`src/rtl/gearbox_pkg.sv`:
```
package gearbox_pkg;
  localparam int SEG_MAX = 8;
  localparam int CFG_W   = 4;
  localparam int SEG_W   = $clog2(SEG_MAX + 1);

  typedef enum logic [1:0] {
    ROLE_SOLO   = 2'd0,
    ROLE_MASTER = 2'd1,
    ROLE_SLAVE  = 2'd2
  } role_e;

  typedef struct packed {
    logic             wordEdge;
    logic             ddr;
    role_e            role;
    logic [SEG_W-1:0] segW;
  } gearCtl_t;
endpackage

```
`src/rtl/gear_ctrl.sv`:
```
module gear_ctrl
  import gearbox_pkg::*;
(
  input  logic             clk,
  input  logic             rstN,
  input  logic [CFG_W-1:0] cfgWidth,
  input  logic             cfgDdr,
  input  logic [1:0]       cfgRole,
  input  logic             bitslip,
  output gearCtl_t         ctl
);
  logic [SEG_W-1:0] segW;
  logic [CFG_W-1:0] perWord;
  logic [CFG_W-1:0] lastCnt;
  logic [CFG_W-1:0] cnt;
  role_e            role;
  logic             edgeNow;

  always_comb begin
    role    = role_e'(cfgRole);
    segW    = (role == ROLE_SOLO) ? SEG_W'(cfgWidth) : SEG_W'(cfgWidth >> 1);
    perWord = cfgDdr ? (cfgWidth >> 1) : cfgWidth;
    lastCnt = (perWord == '0) ? '0 : perWord - 1'b1;
    edgeNow = (cnt >= lastCnt) && !bitslip;
  end

  always_ff @(posedge clk or negedge rstN) begin
    if (!rstN) begin
      cnt <= '0;
    end else if (!bitslip) begin
      cnt <= edgeNow ? '0 : cnt + 1'b1;
    end
  end

  assign ctl = '{wordEdge: edgeNow, ddr: cfgDdr, role: role, segW: segW};
endmodule

```
`src/rtl/deser_path.sv`:
```
module deser_path
  import gearbox_pkg::*;
(
  input  logic               clk,
  input  logic               rstN,
  input  gearCtl_t           ctl,
  input  logic [1:0]         serIn,
  input  logic               cascIn,
  output logic [SEG_MAX-1:0] parOut,
  output logic               cascOut
);
  localparam logic [SEG_W-1:0] SEG_TOP = SEG_W'(SEG_MAX);

  logic [SEG_MAX-1:0] sr;
  logic [SEG_MAX-1:0] srNext;
  logic [SEG_MAX-1:0] srTap;
  logic [SEG_W-1:0]   dropBits;
  logic               headBit;

  always_comb begin
    dropBits = SEG_TOP - ctl.segW;
    headBit  = (ctl.role == ROLE_MASTER) ? cascIn : serIn[0];
    if (ctl.ddr) begin
      srNext = {serIn[1], serIn[0], sr[SEG_MAX-1:2]};
    end else begin
      srNext = {headBit, sr[SEG_MAX-1:1]};
    end
    srTap = sr >> dropBits;
  end

  assign cascOut = srTap[0];

  always_ff @(posedge clk or negedge rstN) begin
    if (!rstN) begin
      sr     <= '0;
      parOut <= '0;
    end else begin
      sr <= srNext;
      if (ctl.wordEdge) begin
        parOut <= srNext >> dropBits;
      end
    end
  end
endmodule

```
`src/rtl/ser_path.sv`:
```
module ser_path
  import gearbox_pkg::*;
(
  input  logic               clk,
  input  logic               rstN,
  input  gearCtl_t           ctl,
  input  logic [SEG_MAX-1:0] parIn,
  input  logic               cascIn,
  output logic [1:0]         serOut,
  output logic               cascOut
);
  logic [SEG_MAX-1:0] sr;
  logic [SEG_MAX-1:0] srNext;
  logic [SEG_MAX-1:0] keepMask;

  always_comb begin
    for (int i = 0; i < SEG_MAX; i++) begin
      keepMask[i] = (i < int'(ctl.segW));
    end
    srNext = ctl.ddr ? (sr >> 2) : (sr >> 1);
    if (ctl.role == ROLE_MASTER && !ctl.ddr) begin
      for (int i = 0; i < SEG_MAX; i++) begin
        if (i == int'(ctl.segW) - 1) srNext[i] = cascIn;
      end
    end
    if (ctl.wordEdge) begin
      srNext = parIn & keepMask;
    end
  end

  always_ff @(posedge clk or negedge rstN) begin
    if (!rstN) begin
      sr <= '0;
    end else begin
      sr <= srNext;
    end
  end

  assign serOut  = ctl.ddr ? sr[1:0] : {1'b0, sr[0]};
  assign cascOut = sr[0];
endmodule

```
`src/rtl/lane_gearbox.sv`:
```
module lane_gearbox
  import gearbox_pkg::*;
(
  input  logic               clk,
  input  logic               rstN,
  input  logic [CFG_W-1:0]   cfgWidth,
  input  logic               cfgDdr,
  input  logic [1:0]         cfgRole,
  input  logic               bitslip,
  input  logic [1:0]         serIn,
  input  logic               deserCascIn,
  output logic               deserCascOut,
  output logic [SEG_MAX-1:0] parOut,
  input  logic [SEG_MAX-1:0] parIn,
  output logic [1:0]         serOut,
  input  logic               serCascIn,
  output logic               serCascOut,
  output logic               wordTick
);
  gearCtl_t ctl;

  gear_ctrl uCtrl (
    .clk      (clk),
    .rstN     (rstN),
    .cfgWidth (cfgWidth),
    .cfgDdr   (cfgDdr),
    .cfgRole  (cfgRole),
    .bitslip  (bitslip),
    .ctl      (ctl)
  );

  deser_path uDeser (
    .clk     (clk),
    .rstN    (rstN),
    .ctl     (ctl),
    .serIn   (serIn),
    .cascIn  (deserCascIn),
    .parOut  (parOut),
    .cascOut (deserCascOut)
  );

  ser_path uSer (
    .clk     (clk),
    .rstN    (rstN),
    .ctl     (ctl),
    .parIn   (parIn),
    .cascIn  (serCascIn),
    .serOut  (serOut),
    .cascOut (serCascOut)
  );

  assign wordTick = ctl.wordEdge;
endmodule

```
`config.mk`:
```
export PLATFORM = sky130hd
export DESIGN_NAME = lane_gearbox
export DESIGN_NICKNAME = d
export VERILOG_FILES = /design/src/rtl/gearbox_pkg.sv /design/src/rtl/gear_ctrl.sv /design/src/rtl/deser_path.sv /design/src/rtl/ser_path.sv /design/src/rtl/lane_gearbox.sv
export SDC_FILE = /design/constraint.sdc
export NUM_CORES = 1
export LEC_CHECK = 0
export CORE_UTILIZATION = 50
export CTS_BUF_LIST = sky130_fd_sc_hd__clkbuf_2
export DETAILED_ROUTE_END_ITERATION = 10
export PLACE_DENSITY = 0.84
export SLEW_MARGIN = 5
export SYNTH_ARGS = -nofsm -noshare
export SYNTH_HDL_FRONTEND = slang
export SYNTH_SLANG_ARGS = --single-unit
```
`constraint.sdc`:
```
create_clock -name clk -period 3.54 [get_ports clk]
set_clock_uncertainty 0.15 [all_clocks]
set_input_delay 0.354 -clock clk [delete_from_list [all_inputs] [get_ports clk]]
set_output_delay 0.354 -clock clk [all_outputs]
set_load 0.02 [all_outputs]
```
; Word level (Yosys, flattened, before mapping)
; Index checks and enable logic that the tools add are counted.
; Widths: inputs -> output; s select.
[word_totals]
inputBits = 22
wordCells = 53
register_bits = 28
output_inout_bits = 13
[classes]
n_lt_le_gt_ge = 9
bitwise = 1
reduce_logical = 7
eq_ne = 8
addsub = 4
shifts = 2
muxes = 18
[ops]
columns = op, n
row1 = $eq 4x32->1 const A, 4
row2 = $eq 3x32->1 const A, 2
row3 = $eq 2x32->1 const A, 1
row4 = $logic_not 32->1, 1
row5 = $mux 8, 3
row6 = $lt 3x4->1 const A, 4
row7 = $mux 4, 4
row8 = $mux 1, 9
row9 = $and 8x8->8, 1
row10 = $lt 1x4->1 const A, 2
row11 = $lt 2x4->1 const A, 2
row12 = $shr 8x4->1, 1
row13 = $shr 8x4->8, 1
row14 = $mux 7, 1
row15 = $sub 4x1->5 const B, 1
row16 = $add 4x1->4 const B, 1
row17 = $ge 4x4->1, 1
row18 = $logic_not 4->1, 1
row19 = $sub 4x1->4 const B, 1
row20 = $sub 4x4->4 const A, 1
row21 = $eq 2x1->1 const B, 1
row22 = $logic_and 1x1->1, 2
row23 = $logic_not 1->1, 2
row24 = $logic_not 2->1, 1
row25 = $mux 2, 1

; Logic depth before layout (Yosys ltp)
[logic_depth]
depth_word = 7
depth_mapped = 15
mapped_depth_nobuf = 10

; Hierarchy
; Synthesis repeated with hierarchy kept, for this count alone.
[hier_totals]
hier_cells = 229
hier_area_um2 = 2248.4
[modules_own_cells]
columns = mod, seq_area_each_um2, area_per_inst_um2, cells_each, n_inst
row1 = deser_path, 400.4, 1131.1, 108, 1
row2 = ser_path, 200.2, 653.1, 66, 1
row3 = gear_ctrl, 100.1, 464.2, 55, 1

; Worst setup path before layout
; Ideal clock, no wire load.
[synth_path]
path_kind = input -> output
start = input cfgDdr
end = output wordTick
setup_slack_ns = 0.305
arrival_ns = 2.731
required_time_ns = 3.036
path_buffers = 5
stages = 12
cell_sequence = clkbuf_1 -> buf_2 -> clkbuf_1 -> a211oi_1 -> ha_1 -> nand2b_1 -> a21o_1 -> a211oi_1 -> or3_1 -> buf_2 -> inv_2 -> clkbuf_1
[synth_between]
elab_chain_cells = 5
elab_cells_between_ends = 6
cone_classes = add/sub (1) / order compare (1) / mux (2) / reduce/logical (2)
[synth_rtl]
columns = element, line_no
row1 = from (decl), lane_gearbox.sv:7  ; input logic cfgDdr,
row2 = $mux 4 (*), gear_ctrl.sv:22  ; perWord = cfgDdr ? (cfgWidth >> 1) : cfgWidth;
row3 = $sub 4x1->4 / $logic_not 4->1 (equally long branches), gear_ctrl.sv:23  ; lastCnt = (perWord == '0) ? '0 : perWord - 1'b1;
row4 = $mux 4 (*), gear_ctrl.sv:23
row5 = $ge 4x4->1 (*), gear_ctrl.sv:24  ; edgeNow = (cnt >= lastCnt) && !bitslip;
row6 = $logic_and 1x1->1 (*), gear_ctrl.sv:24
row7 = to (decl), lane_gearbox.sv:18  ; output logic wordTick
; Every way passes the cells marked *; elsewhere a longest branch is shown, timed or not.

; Worst setup path in the final report
[layout_path]
start = input cfgRole[1]
end = output deserCascOut
[layout_between]
elab_chain_cells = 4
[layout_rtl]
columns = element, line_no
row1 = from (decl), lane_gearbox.sv:8  ; input logic [1:0] cfgRole,
row2 = $logic_not 2->1, gear_ctrl.sv:21  ; segW = (role == ROLE_SOLO) ? SEG_W'(cfgWidth) : SEG_W'(cfgWidth >> 1);
row3 = $mux 4, gear_ctrl.sv:21
row4 = $sub 4x4->4, deser_path.sv:21  ; dropBits = SEG_TOP - ctl.segW;
row5 = $shr 8x4->1, deser_path.sv:28  ; srTap = sr >> dropBits;
row6 = to (decl), lane_gearbox.sv:12  ; output logic deserCascOut,
; No other way between the ends.

==> summary.md <==
| Metric | Value |
|---|---|
| Status | `finished, final reports clean` |
| NumNets Final | `293` |
| Vias per inst | `5.72` |
| Combinational share of power | `0.485` |
| Routed vias | `1751` |
| Top achievable clock speed | `307 MHz` |
| Register area share after synthesis | `0.341` |
| Fraction of registers with async set or reset after synthesis | `1.00` |
| Number of buffers inserted by hold repair at cts | `0` |
| Row count | `22` |
| Top delay family on crit path | `buffers and inverters` |
| Share of final-layout standard cells stronger than drive strength 1 | `0.178` |
| Num ports | `35` |
| Worst-path clk slew | `0.27 ns` |
| Max_slew headroom | `0.587` |
| Fin cells | `306` |
| Growth of design area from synthesis to finish | `25.4%` |
| CTS max path bufs | `2` |
| RSZ-0062 raised after global routing | `false` |
| Placed cells | `302` |
| Worst voltage drop across the vdd grid | `437 uV` |
| Most common cell after layout, fill and taps aside | `sky130_fd_sc_hd__clkdlybuf4s50_1` |
| Slew at the pin with the worst max-slew slack | `0.615 ns` |
| Final Max Slew Viols | `0` |
| Category of the worst setup path launch point | `primary input` |
| Synthesized area divided by synthesized cell count | `9.54 sq um` |
| Post-synthesis instance total | `215` |
| Final hold violation count | `0` |
| Number of search-and-repair iterations in the first detailed-routing pass | `4` |
| Number of buffers inserted by port buffering | `34` |
| Clock tree from TritonCTS | `built` |
| Number of fillers in the final layout | `301` |
| Final worst-path setup slack | `0.280 ns` |
| Number of warning messages in the yosys log | `0` |
| Largest driver fanout on the critical path | `6` |
| Number of H-tree levels | `1` |
| Inserted Diodes | `0` |
| Core region area | `3800 sq um` |
| Crit path kind | `primary input to output port` |
| Leakage power figure | `1.19 nW` |
| Period utilisation layout | `0.921` |
| FF+latch count, synth | `28` |
| Average routed wire per standard cell | `15.4 um` |
| Sequential fraction of design power | `0.363` |
| Max-Cap Viols | `0` |
| Remaining antenna violation count after routing | `0` |
| Post-route total power | `1.30 mW` |
| Net count after synthesis | `249` |
| Final non-filler cell area | `2570 sq um` |
| Sw power | `498 uW` |
| Setup TNS | `0 ns` |
| Overflow left after global routing | `0` |
| Placed cell areas | `2530 sq um` |
| Number of clock sinks seen by CTS | `28` |
| WL final | `4700 um` |
| Internal portion of total power | `805 uW` |
| Buffers plus inverters on the worst setup path | `3` |
| Number of distinct library cells after synthesis | `49` |
| Cell at the root of the clock tree | `sky130_fd_sc_hd__clkbuf_2` |
| Critical path cell sequence | `clkdlybuf4s50_1, nor2_2, mux2i_1, ha_1, xor2_2, buf_4, mux2i_1, mux4_2, nor2_1, dlygate4sd2_1` |
| Worst Path Required | `3.04 ns` |
| GRT Total Usage | `0.227` |
| Weighted congestion at the end of routability-driven global placement | `0.836` |
| Share of total power consumed by net switching | `0.382` |
| Clock share of power | `0.153` |
| Minimum clock period | `3.26 ns` |
| Clock latency at the later pin of the worst-skew pair | `0.38 ns` |
| Buffers inserted during post-CTS setup optimization | `0` |
| First-pass GRT wire length | `7560 um` |
| Inserted Clock Buffers | `3` |
| Kind of path behind the tightest hold check | `primary input to async pin` |
| Cell area power density | `506 nW/um^2` |
| Vert. Die Dim | `66.1 um` |
| Width of the die | `66.1 um` |
| Area of the mapped netlist | `2050 sq um` |
| Starting density of the core | `0.540` |
| Number of global-route vias before repair | `1659` |
| Number of design rule violations left after detail routing | `0` |
| Final hold slack | `0.154 ns` |
| Post-route core utilization | `0.678` |
| Total die area | `4360 sq um` |
| Initial antenna violation count | `0` |
| Maximum single-stage delay on the critical path | `0.46 ns` |
| Pin count of the biggest net entering global routing | `29` |
| Number of DRC violations after detailed-routing iteration 0 | `89` |
| Setup violators final | `0` |
| Commonest cells after routing, fill and taps aside | `32 x sky130_fd_sc_hd__clkdlybuf4s50_1, 28 x sky130_fd_sc_hd__dfrtp_1, 22 x sky130_fd_sc_hd__mux2i_1, 20 x sky130_fd_sc_hd__nand2_1, 19 x sky130_fd_sc_hd__buf_4` |
| Synth Flop Type | `sky130_fd_sc_hd__dfrtp_1` |
| Critical Path AT | `2.76 ns` |
| CP most frequent cell | `sky130_fd_sc_hd__mux2i_1` |
| Worst Setup End Kind | `output port` |
| DP HPWL | `3610 um` |
| Cell with the largest stage delay on the worst path | `sky130_fd_sc_hd__mux4_2` |
| Worst slack, placed | `-0.0255 ns` |
| Number of synthesized flops with an enable pin | `0` |
==> layer usage <==
| layer | routed length (um) | GRT usage | share of wire |
|---|---|---|---|
| met5 | 0 | 0 | 0 |
| met1 | 2010 | 0.278 | 0.43 |
| met3 | 204 | 0.0362 | 0.043 |
| met4 | 31 | 0.0399 | 0.0066 |
| met2 | 2460 | 0.418 | 0.52 |
==> power by group through the flow <==
| stage | Sequential [mW] | Combinational, mW | Clock, mW |
|---|---|---|---|
| detailed placement | 0.480 | 0.634 | 0 |
| CTS | 0.473 | 0.636 | 0.203 |
| global placement | 0.474 | 0.619 | 0 |
| global route | 0.484 | 0.692 | 0.214 |
| floorplan | 0.510 | 0.359 | 0 |
| finish | 0.473 | 0.631 | 0.199 |
==> cells by family (layout without fill, tap and decap cells) <==
kind of cell / Yosys count / count (layout) / share of synthesized area
flip-flops: 28 / 28 / 0.341
AND/OR/NAND/NOR: 74 / 74 / 0.190
XOR/XNOR: 6 / 6 / 0.0293
adder cells (fa/ha/maj): 12 / 12 / 0.0732
buffers and inverters: 20 / 63 / 0.0439
AO/OA/AOI/OAI: 38 / 38 / 0.127
multiplexers: 37 / 37 / 0.195
==> flip-flops by register name, indices dropped and copies added (netlist names) <==
signal,count
uDeser.sr,8
uSer.sr,8
uDeser.parOut,8
uCtrl.cnt,4
==> final cells by class <==
class,instances,area [sq um],area share
sequential,28,701,0.272
clock buffer,3,15.0,0.00583
clock inverter,1,30.0,0.0117
inverter,6,22.5,0.00875
tap,48,60.1,0.0233
timing repair buffer,53,484,0.188
multi-input combinational,167,1260,0.490
==> path summary, 6_finish.rpt <==
path / slack (ns) / depth (start not counted) / startpoint / endpoint
worst max-delay path: 0.28 / 10 / cfgRole[1] / deserCascOut
worst min-delay path: 0.15 / 2 / rstN / uCtrl.cnt[1]$_DFFE_PN0N_
worst max register to register: 0.96 / 10 / uCtrl.cnt[0]$_DFFE_PN0N_ / uDeser.parOut[0]$_DFFE_PN0P_
worst min register to register: 0.38 / 2 / uDeser.parOut[6]$_DFFE_PN0P_ / uDeser.parOut[6]$_DFFE_PN0P_
max in group asynchronous: 2.83 / 2 / rstN / uDeser.sr[1]$_DFF_PN0_
min in group clk: 0.33 / 3 / parIn[5] / uSer.sr[5]$_DFF_PN0_
==> timing repair <==
action                                  CTS  global route
gates resized for setup                   1             1
pin swaps                                 0             0
endpoints found under the setup margin    1             1
endpoints found under the hold margin     0             0
==> Yosys cell counts, drive strengths merged, types with 4 or more instances <==
master | count | area [sq um]
xor2 | 4 | 42.6
nand3 | 7 | 35.0
nand2 | 20 | 75.1
a21oi | 6 | 41.3
mux2i | 22 | 220
o21ai | 15 | 75.1
mux2 | 14 | 158
clkbuf | 9 | 33.8
dfrtp | 28 | 701
nor2 | 13 | 51.3
nand2b | 4 | 25.0
inv | 6 | 22.5
nand4 | 9 | 56.3
nor2b | 4 | 25.0
buf | 5 | 33.8
ha | 12 | 150
o211ai | 4 | 30.0
Power figures use the tool's default switching activity.
